$ cat config.mk
export PLATFORM = sky130hd
export DESIGN_NAME = cmdreg_i2c_slave
export DESIGN_NICKNAME = d
export VERILOG_FILES = /design/src/rtl/cmdreg_pkg.sv /design/src/rtl/cmdreg_line_sync.sv /design/src/rtl/cmdreg_cond_detect.sv /design/src/rtl/cmdreg_i2c_slave.sv
export SDC_FILE = /design/constraint.sdc
export NUM_CORES = 1
export LEC_CHECK = 0
export BUFFER_PORTS_ARGS = -buffer_cell sky130_fd_sc_hd__buf_2
export CORE_MARGIN = 8
export CORE_UTILIZATION = 58
export CTS_CLUSTER_SIZE = 16
export DETAILED_ROUTE_END_ITERATION = 12
export GPL_TIMING_DRIVEN = 0
export PLACE_DENSITY = 0.77
export SLEW_MARGIN = 10
export SYNTH_ARGS = -nofsm -noshare
export SYNTH_HDL_FRONTEND = slang
export SYNTH_SLANG_ARGS = --single-unit
export TNS_END_PERCENT = 10
$ cat constraint.sdc
create_clock -name clk -period 2.2 [get_ports clk]
set_input_delay 0.33 -clock clk [delete_from_list [all_inputs] [get_ports clk]]
set_output_delay 0.33 -clock clk [all_outputs]
set_load 0.005 [all_outputs]
$ cat src/rtl/cmdreg_pkg.sv
package cmdreg_pkg;

    localparam int CMD_W  = 8;
    localparam int VOL_W  = 6;
    localparam int CNT_W  = $clog2(CMD_W + 1);

    typedef enum logic [2:0] {
        ST_IDLE,
        ST_ADDR,
        ST_ADDR_ACK,
        ST_DATA,
        ST_DATA_ACK,
        ST_RELEASE
    } slv_state_e;

    typedef struct packed {
        slv_state_e         state;
        logic [CNT_W-1:0]   bits;
        logic [CMD_W-1:0]   shift;
        logic [CMD_W-1:0]   pend;
        logic               pend_vld;
        logic [CMD_W-1:0]   cmd;
        logic               drive;
        logic               rd;
    } slv_regs_t;

endpackage

$ cat src/rtl/cmdreg_line_sync.sv
module cmdreg_line_sync #(
    parameter int          W       = 3,
    parameter logic [W-1:0] RST_VAL = '1
) (
    input  logic         clk,
    input  logic         rst_n,
    input  logic [W-1:0] async_i,
    output logic [W-1:0] sync_o
);
    logic [W-1:0] meta_q;
    logic [W-1:0] sync_q;

    always_ff @(posedge clk or negedge rst_n) begin
        if (!rst_n) begin
            meta_q <= RST_VAL;
            sync_q <= RST_VAL;
        end else begin
            meta_q <= async_i;
            sync_q <= meta_q;
        end
    end

    assign sync_o = sync_q;
endmodule

$ cat src/rtl/cmdreg_cond_detect.sv
module cmdreg_cond_detect (
    input  logic clk,
    input  logic rst_n,
    input  logic scl_s,
    input  logic sda_s,
    output logic scl_rise,
    output logic scl_fall,
    output logic start_evt,
    output logic stop_raw,
    output logic stop_ok,
    output logic in_start_pulse
);
    typedef struct packed {
        logic scl;
        logic sda;
        logic hold;
    } det_regs_t;

    det_regs_t det_q, det_d;

    always_comb begin
        det_d     = det_q;
        det_d.scl = scl_s;
        det_d.sda = sda_s;
        if (start_evt) begin
            det_d.hold = 1'b1;
        end else if (!scl_s) begin
            det_d.hold = 1'b0;
        end
    end

    always_ff @(posedge clk or negedge rst_n) begin
        if (!rst_n) begin
            det_q <= '{scl: 1'b1, sda: 1'b1, hold: 1'b0};
        end else begin
            det_q <= det_d;
        end
    end

    assign scl_rise       = scl_s && !det_q.scl;
    assign scl_fall       = !scl_s && det_q.scl;
    assign start_evt      = scl_s && det_q.scl && det_q.sda && !sda_s;
    assign stop_raw       = scl_s && det_q.scl && !det_q.sda && sda_s;
    assign stop_ok        = stop_raw && !det_q.hold;
    assign in_start_pulse = det_q.hold;
endmodule

$ cat src/rtl/cmdreg_i2c_slave.sv
module cmdreg_i2c_slave
    import cmdreg_pkg::*;
#(
    parameter bit ADDR_SEL = 1'b0
) (
    input  logic             clk,
    input  logic             rst_n,
    input  logic             scl_i,
    input  logic             sda_i,
    output logic             sda_drive_low_o,
    input  logic             shdn_pin_i,
    output logic             shutdown_o,
    output logic             bass_en_o,
    output logic [VOL_W-1:0] volume_o
);
    localparam logic [6:0]       OWN_ADDR  = ADDR_SEL ? 7'b1001101 : 7'b1001100;
    localparam logic [CNT_W-1:0] FULL_BYTE = CNT_W'(CMD_W);
    localparam logic [CNT_W-1:0] LAST_BIT  = CNT_W'(CMD_W - 1);

    logic [2:0] lines_s;
    logic       scl_s, sda_s, pin_s;
    logic       scl_rise, scl_fall, start_evt, stop_raw, stop_ok, in_start_pulse;

    cmdreg_line_sync #(.W(3), .RST_VAL(3'b011)) u_sync (
        .clk     (clk),
        .rst_n   (rst_n),
        .async_i ({shdn_pin_i, sda_i, scl_i}),
        .sync_o  (lines_s)
    );

    assign scl_s = lines_s[0];
    assign sda_s = lines_s[1];
    assign pin_s = lines_s[2];

    cmdreg_cond_detect u_det (
        .clk            (clk),
        .rst_n          (rst_n),
        .scl_s          (scl_s),
        .sda_s          (sda_s),
        .scl_rise       (scl_rise),
        .scl_fall       (scl_fall),
        .start_evt      (start_evt),
        .stop_raw       (stop_raw),
        .stop_ok        (stop_ok),
        .in_start_pulse (in_start_pulse)
    );

    slv_regs_t cur_q, nxt_d;

    always_comb begin
        nxt_d = cur_q;
        if (stop_ok) begin
            if (cur_q.pend_vld) begin
                nxt_d.cmd = cur_q.pend;
            end
            nxt_d.state    = ST_IDLE;
            nxt_d.drive    = 1'b0;
            nxt_d.pend_vld = 1'b0;
        end else if (start_evt) begin
            nxt_d.state    = ST_ADDR;
            nxt_d.bits     = '0;
            nxt_d.drive    = 1'b0;
            nxt_d.pend_vld = 1'b0;
        end else begin
            unique case (cur_q.state)
                ST_ADDR, ST_DATA: begin
                    if (scl_rise && cur_q.bits != FULL_BYTE) begin
                        nxt_d.shift = {cur_q.shift[CMD_W-2:0], sda_s};
                        nxt_d.bits  = cur_q.bits + 1'b1;
                        if (cur_q.state == ST_DATA && cur_q.bits == LAST_BIT) begin
                            nxt_d.pend     = {cur_q.shift[CMD_W-2:0], sda_s};
                            nxt_d.pend_vld = 1'b1;
                        end
                    end else if (scl_fall && cur_q.bits == FULL_BYTE) begin
                        if (cur_q.state == ST_DATA) begin
                            nxt_d.drive = 1'b1;
                            nxt_d.state = ST_DATA_ACK;
                        end else if (cur_q.shift[CMD_W-1:1] == OWN_ADDR) begin
                            nxt_d.drive = 1'b1;
                            nxt_d.rd    = cur_q.shift[0];
                            nxt_d.state = ST_ADDR_ACK;
                        end else begin
                            nxt_d.state = ST_IDLE;
                        end
                    end
                end
                ST_ADDR_ACK: begin
                    if (scl_fall) begin
                        nxt_d.drive = 1'b0;
                        nxt_d.bits  = '0;
                        nxt_d.state = cur_q.rd ? ST_RELEASE : ST_DATA;
                    end
                end
                ST_DATA_ACK: begin
                    if (scl_fall) begin
                        nxt_d.drive = 1'b0;
                        nxt_d.bits  = '0;
                        nxt_d.state = ST_DATA;
                    end
                end
                default: ;
            endcase
        end
    end

    always_ff @(posedge clk or negedge rst_n) begin
        if (!rst_n) begin
            cur_q <= '0;
        end else begin
            cur_q <= nxt_d;
        end
    end

    assign sda_drive_low_o = cur_q.drive;
    assign shutdown_o      = !(cur_q.cmd[CMD_W-1] && pin_s);
    assign bass_en_o       = cur_q.cmd[CMD_W-2];
    assign volume_o        = cur_q.cmd[VOL_W-1:0];
endmodule

== Yosys cells after proc, flatten, opt, wreduce, memory -nomap -nowiden ==
Cells that the tools add are included.

* Input bits: 5
* Output and inout port bits: 9
* Bits in registers: 43

* Muxes and demuxes: 26
* Equality and inequality tests: 18
* Add/subtract/negate cells: 1
* Reduce and logical (&&, ||, !) cells: 34
* Bitwise logic cells: 4

{| class="wikitable"
|+ Operators with widths
! cell !! count
|-
| $mux W21 || 1
|-
| $mux W7 || 3
|-
| $pmux W7 S3 || 1
|-
| $ne A4 B4 Y1 const B || 5
|-
| $reduce_and A5 Y1 || 4
|-
| $mux W3 || 5
|-
| $logic_and A1 B1 Y1 || 12
|-
| $mux W1 || 10
|-
| $mux W9 || 1
|-
| $ne A3 B3 Y1 const B || 3
|-
| $reduce_bool A3 Y1 || 3
|-
| $mux W2 || 4
|-
| $reduce_bool A4 Y1 || 2
|-
| $eq A7 B7 Y1 const B || 1
|-
| $reduce_and A7 Y1 || 1
|-
| $eq A3 B2 Y1 const B || 2
|-
| $logic_not A1 Y1 || 6
|-
| $ne A5 B5 Y1 const B || 1
|-
| $reduce_bool A5 Y1 || 1
|-
| $add A4 B1 Y4 const B || 1
|-
| $eq A4 B3 Y1 const B || 1
|-
| $eq A4 B4 Y1 const B || 1
|-
| $ne A4 B1 Y1 const B || 1
|-
| $not A1 Y1 || 4
|-
| other kinds (8) || 9
|}

== Logic depth before layout (Yosys ltp) ==
Gate-level depths: netlist of run 1.

* Word-level depth: 8
* Mapped depth: 7
* Mapped depth without buffers: 7

== Hierarchy ==
From an unflattened synthesis of run 1, not the netlist that was laid out.

* Cells, all modules: 157
* Area total of the unflattened synthesis: 1994.4 um^2

{| class="wikitable"
|+ Modules (own cells, without submodules)
! module !! area each (um^2) !! cells an instance !! instances
|-
| cmdreg_i2c_slave || 1700.4 || 139 || 1
|-
| cmdreg_line_sync || 155.1 || 6 || 1
|-
| cmdreg_cond_detect || 138.9 || 12 || 1
|}

== Least setup slack after synthesis of run 1 ==
No wires, ideal clock.

* Kind: register to register
* Start point: register cur_q[27] (netlist bit)
* End point: register cur_q, in the netlist sda_drive_low_o
* Slack: 0.382 ns
* Arrival time: 1.693 ns
* Clock period less this slack: 1.818 ns
* Required time: 2.075 ns
* Stages on the path, launching flop included: 8
* Cell sequence: dfrtp_1 > inv_1 > ha_1 > and3b_4 > and2_4 > a221oi_4 > a31oi_2 > mux2_4

* Word-level cells in the longest chain between the ends: 4

{| class="wikitable"
|+ RTL lines
! element !! RTL line !! source
|-
| from (decl) || cmdreg_i2c_slave.sv:48 || <nowiki>slv_regs_t cur_q, nxt_d;</nowiki>
|-
| from (signal assigned) || cmdreg_i2c_slave.sv:110 || <nowiki>cur_q <= nxt_d;</nowiki>
|-
| $eq A4 B4 Y1 / $ne A4 B4 Y1 (equally long branches) || cmdreg_i2c_slave.sv:74, cmdreg_i2c_slave.sv:67 ||
|-
| $logic_and A1 B1 Y1, on equally long branches || cmdreg_i2c_slave.sv:74, cmdreg_i2c_slave.sv:67 ||
|-
| $ne A4 B4 Y1 (no line) || -- ||
|-
| $reduce_and A5 Y1 (no line) (*) || -- ||
|}

Every way passes the cells marked *; elsewhere a longest branch is shown, timed or not.
A chain may end at the register's enable or synchronous reset.

== Worst setup path in the final report of run 1 ==
* Start point: register u_sync.sync_q[1] (netlist: u_sync.sync_o[1])
* End point: register cur_q, in the netlist sda_drive_low_o

* Word-level cells in the longest chain between the ends: 4

{| class="wikitable"
|+ RTL lines
! element !! RTL line !! source
|-
| from (decl) || cmdreg_line_sync.sv:11 || <nowiki>logic [W-1:0] sync_q;</nowiki>
|-
| from (signal assigned) || cmdreg_line_sync.sv:19 || <nowiki>sync_q <= meta_q;</nowiki>
|-
| $logic_not A1 Y1 / $logic_and A1 B1 Y1 (equally long branches) || cmdreg_cond_detect.sv:42, cmdreg_cond_detect.sv:43 ||
|-
| $logic_and A1 B1 Y1, on equally long branches || cmdreg_cond_detect.sv:42, cmdreg_cond_detect.sv:44 ||
|-
| $ne A5 B5 Y1 (no line), or another cell as far along || -- ||
|-
| $reduce_and A5 Y1 (no line) / $mux W1 (equally long branches) || -- ||
|}

Parallel ways exist; a longest one is shown, timed or not.

==> results of run 1 <==
## layer usage
metal,part of all wire,vias up,global-route usage
met5,0,-,0
met4,0.015,0,0.0576
met3,0.039,7,0.0368
met2,0.52,19,0.244
met1,0.42,613,0.153
li1,-,594,-
## report_power, final
group / switching [mW] / internal [mW] / leakage [nW]
Combinational: 0.0491 / 0.0276 / 0.456
Clock: 0.260 / 0.239 / 0.0452
Sequential: 0.0225 / 0.819 / 0.573
## worst min path at each step
stage / start / to / slack [ps] / cells after the start
after global routing: scl_i / u_sync.meta_q[0]$_DFF_PN1_ / 50 / 1
after detailed placement: u_sync.meta_q[2]$_DFF_PN0_ / u_sync.sync_o[2]$_DFF_PN0_ / 330 / 0
after global placement: u_sync.meta_q[2]$_DFF_PN0_ / u_sync.sync_o[2]$_DFF_PN0_ / 330 / 0
after CTS: scl_i / u_sync.meta_q[0]$_DFF_PN1_ / 60 / 1
after floorplan: rst_n / bass_en_o$_DFFE_PN0P_ / 30 / 0
final: scl_i / u_sync.meta_q[0]$_DFF_PN1_ / 60 / 1
## synthesized netlist by cell type (all sizes together), types with 2 or more instances
cell type and count:
nor3 5, buf 6, and3 3, dfstp 6, mux2i 2, mux2 18
nand4b 2, clkbuf 2, o211ai 2, inv 4, nand3 4, or3 2
ha 2, a211o 2, o21ai 3, nand2 33, nor2 9, dfrtp 37
a21oi 4
## kinds of logic after synthesis
| kind of cell | Yosys count | synth area share |
|---|---|---|
| compound gates | 17 | 0.0751 |
| xor+xnor | 1 | 0.00457 |
| fa+ha+maj | 2 | 0.0131 |
| buf+inv | 12 | 0.0352 |
| flops | 43 | 0.565 |
| mux | 20 | 0.118 |
| simple gates | 67 | 0.189 |
## state kept, by name, indices dropped and copies added (netlist names)
signal / flops
u_sync.meta_q: 3
bass_en_o: 1
sda_drive_low_o: 1
u_sync.sync_o: 3
u_det.in_start_pulse: 1
u_det.det_q: 2
volume_o: 6
cur_q: 26
## layout make-up
| cell class | instances | area (um^2) |
|---|---|---|
| clock buffer | 5 | 37.5 |
| sequential | 43 | 1080 |
| tap | 46 | 57.6 |
| fill | 284 | 1140 |
| inverter | 4 | 15.0 |
| timing repair buffer | 13 | 65.1 |
| multi-input combinational | 107 | 766 |
| buffer | 8 | 52.6 |
| clock inverter | 3 | 43.8 |
## worst register-to-register path, cell delays in order (launching register included)
cell and delay [ps]:
dfstp_2 600, or3b_1 420, o21ai_2 250, a221oi_4 100
a31oi_2 200, mux2_4 310
## per-stage QoR
| step | power [mW] | util | hold WS [ps] | std cells |
|---|---|---|---|---|
| 2_1_floorplan | 0.899 | - | 34.4 | 162 |
| 3_3_place_gp | 0.927 | 0.626 | 333 | 221 |
| 3_5_place_dp | 0.935 | 0.626 | 335 | 221 |
| 4_1_cts | 1.43 | 0.651 | 58.7 | 229 |
| 5_1_grt | 1.47 | 0.651 | 47.8 | 229 |
| 6_report | 1.42 | 0.651 | 64.6 | 229 |
==> impl_metrics.env, run 1 <==
export IMPL_critPathMaxStageDelay_ps=600
export IMPL_max_freq_ghz=0.507
export IMPL_grt_antenna_before_repair=0
export IMPL_synthDominantCellAreaShare=0.483
export IMPL_crit_slowest_cell="dfstp_2"
export IMPL_leakage_nw=1.07
export IMPL_fin_crit_sh=0.897
export IMPL_reg2regPathDepth=5
export IMPL_ys_warnings_count=0
export IMPL_critPathTopFamily="flip-flops"
export IMPL_setup_viol=0
export IMPL_syn_inst=162
export IMPL_grt_util_all_layers=0.139
export IMPL_slew_headroom=0.393
export IMPL_cts_tree="done"
export IMPL_vias=1233
export IMPL_core_um2=3260
export IMPL_area_growth_syn_to_layout_pct=10.6
export IMPL_r2r_end="sda_drive_low_o$_DFFE_PN0P_"
export IMPL_root_buffer="clkbuf_4"
export IMPL_fin_setup_tns_ps=0
export IMPL_mappedNetlistArea_um2=1920
export IMPL_dr_pass1_iters=4
export IMPL_numPortBuffers=13
export IMPL_post_drt_wl_per_cell_um=14.4
export IMPL_synth_largest_area_cell="dfrtp_1"
export IMPL_fp_row_count=21
export IMPL_ys_types=41
export IMPL_worstMarginPinSlew_ps=910
export IMPL_initial_core_util=0.588
export IMPL_ir_worst_vdd_v=0.000427
export IMPL_layout_commonest_cell="dfrtp_1"
export IMPL_postSynthAreaPerCell_um2=11.8
export IMPL_grt_setup_unrepaired="false"
export IMPL_drt_iter0_drc=99
export IMPL_maxCapViolations=0
export IMPL_report_final_slew_viol_count=0
export IMPL_hold_violations=0
export IMPL_cp_start_kind="flip-flop"
export IMPL_endpoint="sda_drive_low_o$_DFFE_PN0P_"
export IMPL_ios=14
export IMPL_mostFrequentLayoutCells="37 x dfrtp_1, 33 x nand2_1, 17 x mux2_2, 13 x buf_2, 9 x nor2_1"
export IMPL_overflow=0
export IMPL_gp_congestion=0.754
export IMPL_cp_startpoint="u_sync.sync_o[1]$_DFF_PN1_"
export IMPL_async_reset_ff_frac=1.00
export IMPL_cts_path_max_buffers=2
export IMPL_clk_latency_ps=360
export IMPL_synth_nets=169
export IMPL_synthTopCellsByArea="dfrtp_1 48%, mux2_2 10%, dfstp_2 8.2%"
export IMPL_die_x_um=73.5
export IMPL_ctsResizeCount=0
export IMPL_rr_startpoint="u_sync.sync_o[1]$_DFF_PN1_"
export IMPL_period_needed_ps=1970
export IMPL_nets=189
export IMPL_drive_gt1_frac=0.344
export IMPL_fin_skew_ps=17.7
export IMPL_wl_um=3300
export IMPL_synth_edf_count=0
export IMPL_cp_num_buf_inv=0
export IMPL_numCtsBuffers=5
export IMPL_worstSetupEndpointType="flip-flop"
export IMPL_post_place_ws_ps=226
export IMPL_cts_num_sinks=43
export IMPL_dp_hpwl_um=2380
export IMPL_antenna_cells=0
export IMPL_cp_num_cells=5
export IMPL_cp_max_fo=7
export IMPL_final_cell_area_um2=2120
export IMPL_die_y_um=73.5
export IMPL_grt_max_degree=44
export IMPL_path_class="reg2reg"
export IMPL_post_cts_buffers=0
export IMPL_clk_pin_slew_ps=130
export IMPL_hp_class="in2reg"
export IMPL_vias_per_cell=5.38
export IMPL_dominantRegCellSynth="dfrtp_1"
export IMPL_grt_pass1_vias=1260
export IMPL_required_ps=2450
export IMPL_ys_ff_latch=43
export IMPL_ys_seq_area_frac=0.565
export IMPL_h_tree_depth=2
export IMPL_grt_pass1_wl_um=5710
export IMPL_r2r_setup_slack_ps=230
export IMPL_drc=0
export IMPL_powerDensity_nw_per_um2=668
export IMPL_layout_setup_ws_ps=226
export IMPL_ant_nets=0
export IMPL_worstPathArrival_ps=2230
export IMPL_die_area_um2=5400
export IMPL_cts_hold_buf=0
export IMPL_outcome="complete, no violations"
export IMPL_path_cells="or3b_1 -> o21ai_2 -> a221oi_4 -> a31oi_2 -> mux2_4"
export IMPL_placed_area_um2=2040
Power figures use the tool's default switching activity.
==> run 2: changes to the inputs <==
--- a/config.mk
+++ b/config.mk
@@ -5,13 +5,14 @@
 export SDC_FILE = /design/constraint.sdc
 export NUM_CORES = 1
 export LEC_CHECK = 0
-export BUFFER_PORTS_ARGS = -buffer_cell sky130_fd_sc_hd__buf_2
+export ABC_AREA = 1
 export CORE_MARGIN = 8
-export CORE_UTILIZATION = 58
+export CORE_UTILIZATION = 60
 export CTS_CLUSTER_SIZE = 16
 export DETAILED_ROUTE_END_ITERATION = 12
+export DONT_BUFFER_PORTS = 1
 export GPL_TIMING_DRIVEN = 0
-export PLACE_DENSITY = 0.77
+export PLACE_DENSITY = 0.76
 export SLEW_MARGIN = 10
 export SYNTH_ARGS = -nofsm -noshare
 export SYNTH_HDL_FRONTEND = slang
==> run 2 against run 1 <==
Area after synthesis rose by 7.6%; critical endpoint is now volume_o[3]$_DFFE_PN0P_; wire length rose by 7.4%; largest power group unchanged; cell count rose by 21%; clock skew fell by 3.8 ps; die area rose by 3.1%; highest routed layer unchanged; flip-flop and latch count did not move; first-iteration DRC count rose by 22%; global-route usage rose by 0.98 points; setup slack improved by 310 ps; register-to-register slack improved by 310 ps; critical path type unchanged.
==> impl_metrics.env, run 2 <==
export IMPL_outcome="complete, no violations"
export IMPL_leakage_nw=1.06
export IMPL_gp_congestion=0.875
export IMPL_p_int_mw=1.19
export IMPL_synth_compound_area_frac=0.0837
export IMPL_cp_startpoint="u_sync.sync_o[0]$_DFF_PN1_"
export IMPL_postSynthAreaPerCell_um2=9.50
export IMPL_fp_row_count=21
export IMPL_synth_most_common_cell="nand2_1"
export IMPL_clkPwrFrac=0.202
export IMPL_max_freq_ghz=0.602
export IMPL_p_switching_mw=0.679
export IMPL_largest_reg_flops=26
export IMPL_synth_simple_area_share=0.250
export IMPL_ys_ff_latch=43
export IMPL_cts_path_max_buffers=2
export IMPL_p_sw_frac=0.363
export IMPL_core_um2=3310
export IMPL_layout_commonest_cell="nand2_1"
export IMPL_async_reset_ff_frac=1.00
export IMPL_synth_largest_area_cell="dfrtp_1"
export IMPL_initial_core_util=0.623
export IMPL_worstPathArrival_ps=1900
export IMPL_fin_skew_ps=13.9
export IMPL_required_ps=2440
export IMPL_setup_viol=0
export IMPL_synthMuxAreaShare=0.0437
export IMPL_critPathMaxStageDelay_ps=580
export IMPL_numPortBuffers=0
export IMPL_antenna_cells=0
export IMPL_worstMarginPinSlew_ps=286
export IMPL_path_class="reg2reg"
export IMPL_grt_pass1_wl_um=6310
export IMPL_synth_edf_count=0
export IMPL_numCtsBuffers=5
export IMPL_grt_pass1_vias=1456
export IMPL_ant_nets=0
export IMPL_synthTopCellsByArea="dfrtp_1 45%, nand2_1 9.1%, dfstp_2 7.6%"
export IMPL_ys_warnings_count=0
export IMPL_drt_iter0_drc=121
export IMPL_overflow=0
export IMPL_ir_worst_vdd_v=0.000406
export IMPL_grt_antenna_before_repair=0
export IMPL_cts_tree="done"
export IMPL_slew_headroom=0.809
export IMPL_crit_slowest_cell="dfstp_2"
export IMPL_drc=0
export IMPL_post_cts_buffers=0
export IMPL_synthTopCellsByCount="50 x nand2_1, 37 x dfrtp_1, 20 x inv_1"
export IMPL_post_drt_wl_per_cell_um=12.9
export IMPL_mappedNetlistArea_um2=2060
export IMPL_vias_per_cell=5.24
export IMPL_synth_top_family_by_area="simple AND/OR/NAND/NOR gates"
export IMPL_dp_hpwl_um=2660
export IMPL_critPathTopFamily="simple AND/OR/NAND/NOR gates"
export IMPL_r2r_setup_slack_ps=540
export IMPL_powerDensity_nw_per_um2=836
export IMPL_fin_total_pwr_mw=1.87
export IMPL_dr_pass1_iters=4
export IMPL_cp_max_fo=8
export IMPL_drive_gt1_frac=0.257
export IMPL_wl_um=3550
export IMPL_holdPathStages=0
export IMPL_synth_xor_area_frac=0.00425
export IMPL_rr_startpoint="u_sync.sync_o[0]$_DFF_PN1_"
export IMPL_reg2regPathDepth=5
export IMPL_fin_setup_tns_ps=0
export IMPL_ys_types=27
export IMPL_period_needed_ps=1660
export IMPL_clk_pin_slew_ps=120
export IMPL_nets=236
export IMPL_dominantRegCellSynth="dfrtp_1"
export IMPL_synthDominantCellAreaShare=0.449
export IMPL_fillers=282
export IMPL_ctsResizeCount=0
export IMPL_report_final_slew_viol_count=0
export IMPL_hp_class="reg2reg"
export IMPL_mostFrequentLayoutCells="50 x nand2_1, 37 x dfrtp_1, 20 x inv_1, 13 x nand3_1, 12 x nor2_1"
export IMPL_ys_seq_area_frac=0.525
export IMPL_root_buffer="clkbuf_4"
export IMPL_worstSetupEndpointType="flip-flop"
export IMPL_holdPathEnd="u_sync.sync_o[1]$_DFF_PN1_"
export IMPL_grt_setup_unrepaired="false"
export IMPL_cp_start_kind="flip-flop"
export IMPL_die_area_um2=5570
export IMPL_syn_inst=217
export IMPL_area_growth_syn_to_layout_pct=8.31
export IMPL_synthAdderAreaFrac=0.0121
export IMPL_fin_crit_sh=0.754
export IMPL_path_cells="nand2_1 -> nor2_1 -> nand2_2 -> nor2_4 -> mux2_1"
export IMPL_grt_util_all_layers=0.149
export IMPL_top_register="cur_q"
export IMPL_h_tree_depth=2
export IMPL_r2r_end="volume_o[3]$_DFFE_PN0P_"
export IMPL_cts_num_sinks=43
export IMPL_ios=14
export IMPL_die_x_um=74.6
export IMPL_synth_nets=224
export IMPL_hold_violations=0
export IMPL_vias=1447
export IMPL_hp_start="u_sync.meta_q[1]$_DFF_PN1_"
export IMPL_die_y_um=74.6
export IMPL_cp_num_buf_inv=0
export IMPL_seq_power_share=0.526
export IMPL_combPwrFrac=0.272
export IMPL_clk_latency_ps=360
export IMPL_maxCapViolations=0
export IMPL_grt_max_degree=44
-- run 2: stage by stage --
step | setup slack [ps] | util | std cells | area, um^2 | hold WS, ps
3_3_place_gp | 590 | 0.640 | 263 | 2120 | 35.6
2_1_floorplan | 732 | - | 217 | 2060 | 34.4
5_1_grt | 444 | 0.675 | 276 | 2230 | 368
3_5_place_dp | 556 | 0.640 | 263 | 2120 | 35.8
6_report | 540 | 0.675 | 276 | 2230 | 367
4_1_cts | 527 | 0.675 | 276 | 2230 | 367
-- run 2: worst max path at each step --
stage | to | depth (start not counted) | slack (ps)
final | volume_o[3]$_DFFE_PN0P_ | 5 | 540
after detailed placement | volume_o[3]$_DFFE_PN0P_ | 5 | 560
after CTS | volume_o[3]$_DFFE_PN0P_ | 5 | 530
after global routing | cur_q[18]$_DFFE_PN0P_ | 9 | 440
after global placement | cur_q[9]$_DFFE_PN0P_ | 5 | 590
after floorplan | bass_en_o$_DFFE_PN0P_ | 5 | 730
-- run 2: kinds of logic after synthesis --
kind of cell | Yosys count
and+or+nand+nor | 99
DFF | 43
buffers and inverters | 36
AOI/OAI and AO/OA | 28
muxes | 8
adders and majority gates | 2
xor gates and xnor gates | 1
-- run 2: layout make-up --
| type | instances | area [um^2] | share of cell area |
|---|---|---|---|
| timing repair buffer | 5 | 60.1 | 0.0269 |
| buffer | 8 | 61.3 | 0.0275 |
| tap | 46 | 57.6 | 0.0258 |
| inverter | 28 | 105 | 0.0471 |
| clock buffer | 6 | 41.3 | 0.0185 |
| clock inverter | 2 | 12.5 | 0.00560 |
| sequential | 43 | 1080 | 0.485 |
| multi-input combinational | 138 | 812 | 0.364 |
-- run 2: routing by layer --
layer / GRT usage / part of all wire / up-vias
met5: 0 / 0 / -
met4: 0.109 / 0.024 / 0
met3: 0.0453 / 0.067 / 11
met2: 0.231 / 0.48 / 39
met1: 0.170 / 0.43 / 693
li1: - / - / 704
-- run 2: power by group through the flow --
stage	combinational, mW	sequential, mW	clock [mW]
2_1_floorplan	0.400	0.974	0
3_3_place_gp	0.457	0.986	0
3_5_place_dp	0.484	0.996	0
4_1_cts	0.513	0.980	0.385
5_1_grt	0.580	0.990	0.411
6_report	0.509	0.982	0.377
-- run 2: timing repair --
action | CTS | global route
endpoints found under the hold margin | 46 | 0
hold buffers | 5 | 0
endpoints found under the setup margin | 0 | 0
==> run 3: changes to the inputs <==
==> constraint.sdc (replaced) <==
create_clock -name clk -period 1.61 [get_ports clk]
set_input_delay 0.2415 -clock clk [delete_from_list [all_inputs] [get_ports clk]]
set_output_delay 0.2415 -clock clk [all_outputs]
set_load 0.005 [all_outputs]
==> run 3 against run 2 <==
Cell count increased by 2.2%; sequential share of layout area is 1.6 points lower; cell area increased by 3.5%; critical path type unchanged; largest cell class unchanged; largest power group unchanged; highest routed layer unchanged.
==> impl_metrics.env, run 3 (synthesis gave the netlist of run 2 again) <==
export IMPL_outcome="complete, no violations"
export IMPL_grt_pass1_vias=1481
export IMPL_ir_worst_vdd_v=0.000554
export IMPL_die_area_um2=5570
export IMPL_dp_cells=263
export IMPL_cp_max_fo=10
export IMPL_cts_num_sinks=43
export IMPL_post_drt_wl_per_cell_um=13.2
export IMPL_grt_met1_usage=0.170
export IMPL_antenna_cells=0
export IMPL_slew_headroom=0.821
export IMPL_drt_iter0_drc=120
export IMPL_clk_pin_slew_ps=130
export IMPL_dp_hpwl_um=2660
export IMPL_ios=14
export IMPL_hold_violations=0
export IMPL_setup_viol=0
export IMPL_path_class="reg2reg"
export IMPL_gp_congestion=0.875
export IMPL_vias_per_cell=5.30
export IMPL_grt_setup_unrepaired="true"
export IMPL_drive_gt1_frac=0.297
export IMPL_wl_um=3720
export IMPL_numPortBuffers=0
export IMPL_largest_reg_flops=26
export IMPL_final_cells=282
export IMPL_cts_tree="done"
export IMPL_max_freq_ghz=0.635
export IMPL_post_place_ws_ps=-33.9
export IMPL_cp_start_kind="flip-flop"
export IMPL_worstSetupEndpointType="flip-flop"
export IMPL_ant_nets=0
export IMPL_mostFrequentLayoutCells="49 x nand2_1, 37 x dfrtp_1, 20 x inv_1, 13 x nand3_1, 12 x nand2_2"
export IMPL_worstPathArrival_ps=1840
export IMPL_layout_commonest_cell="nand2_1"
export IMPL_worstMarginPinSlew_ps=267
export IMPL_required_ps=1870
export IMPL_nets=242
export IMPL_die_y_um=74.6
export IMPL_final_cell_area_um2=2310
export IMPL_leakage_nw=1.09
export IMPL_cts_path_max_buffers=2
export IMPL_fin_skew_ps=13.2
export IMPL_h_tree_depth=2
export IMPL_powerDensity_nw_per_um2=1120
export IMPL_drc=0
export IMPL_grt_pass1_wl_um=6360
export IMPL_maxCapViolations=0
export IMPL_hp_class="in2async"
export IMPL_top_register="cur_q"
export IMPL_dr_pass1_iters=4
export IMPL_placed_area_um2=2120
export IMPL_root_buffer="clkbuf_4"
export IMPL_layout_setup_ws_ps=36.3
export IMPL_clk_latency_ps=360
export IMPL_die_x_um=74.6
export IMPL_busiest_layer="met2"
export IMPL_fp_row_count=21
export IMPL_overflow=0
export IMPL_grt_util_all_layers=0.151
export IMPL_fin_crit_sh=0.977
export IMPL_fin_total_pwr_mw=2.59
export IMPL_grt_met3_usage=0.0439
export IMPL_hold_ws_ps=341
export IMPL_period_needed_ps=1570
export IMPL_initial_core_util=0.623
export IMPL_grt_max_degree=44
export IMPL_core_um2=3310
export IMPL_grt_antenna_before_repair=0
export IMPL_use_met2=0.236
export IMPL_report_final_slew_viol_count=0
export IMPL_numCtsBuffers=5
export IMPL_vias=1495
export IMPL_area_growth_syn_to_layout_pct=12.1
==> run 3: what timing repair did <==
item | in CTS | in global routing
buffers inserted | 4 | 2
pin swaps | 2 | 4
endpoints found under the setup margin | 16 | 25
resized for setup | 2 | 7
hold buffers | 5 | 0
endpoints found under the hold margin | 46 | 0
==> run 3: routing by layer <==
metal	wire length [um]	up-vias
li1	-	715
met1	1550	723
met2	1830	43
met3	216	14
met4	123	0
met5	0	-
==> run 3: layout make-up <==
type                            instances  area, um^2
Buffer                                  8        63.8
Clock buffer                            6        41.3
Clock inverter                          2        12.5
Fill cell                             276        1000
Inverter                               28         105
Multi-Input combinational cell        138         830
Sequential cell                        43        1080
Tap cell                               46        57.6
Timing Repair Buffer                   11         118
==> run 3: critical path, stage by stage (launching register included) <==
cell	delay [ps]
dfrtp_1	420
ha_1	180
inv_1	80
nor4_4	330
nand2_2	160
buf_6	190
nand2_2	60
o21ai_2	50
==> run 3: through the flow <==
step	setup TNS [ps]	utilization
2_1_floorplan	0	-
3_3_place_gp	-0.265	0.640
3_5_place_dp	-195	0.640
4_1_cts	-18.3	0.689
5_1_grt	-299	0.698
6_report	0	0.698
==> run 3: worst paths after layout <==
kind / from / endpoint / slack (ps) / cells after the start
worst max-delay path: cur_q[27]$_DFFE_PN0P_ / cur_q[18]$_DFFE_PN0P_ / 40 / 7
worst min-delay path: rst_n / cur_q[10]$_DFFE_PN0P_ / 340 / 2
worst max register to register: cur_q[27]$_DFFE_PN0P_ / cur_q[18]$_DFFE_PN0P_ / 40 / 7
worst min register to register: u_sync.meta_q[1]$_DFF_PN1_ / u_sync.sync_o[1]$_DFF_PN1_ / 370 / 0
max in group asynchronous: rst_n / u_det.det_q[1]$_DFF_PN1_ / 1010 / 2
min in group clk: u_sync.meta_q[1]$_DFF_PN1_ / u_sync.sync_o[1]$_DFF_PN1_ / 370 / 0
==> run 3: power breakdown <==
part / internal [mW] / total (mW) / switching, mW
clock: 0.169 / 0.512 / 0.343
sequential: 1.22 / 1.34 / 0.120
combinational: 0.252 / 0.732 / 0.480
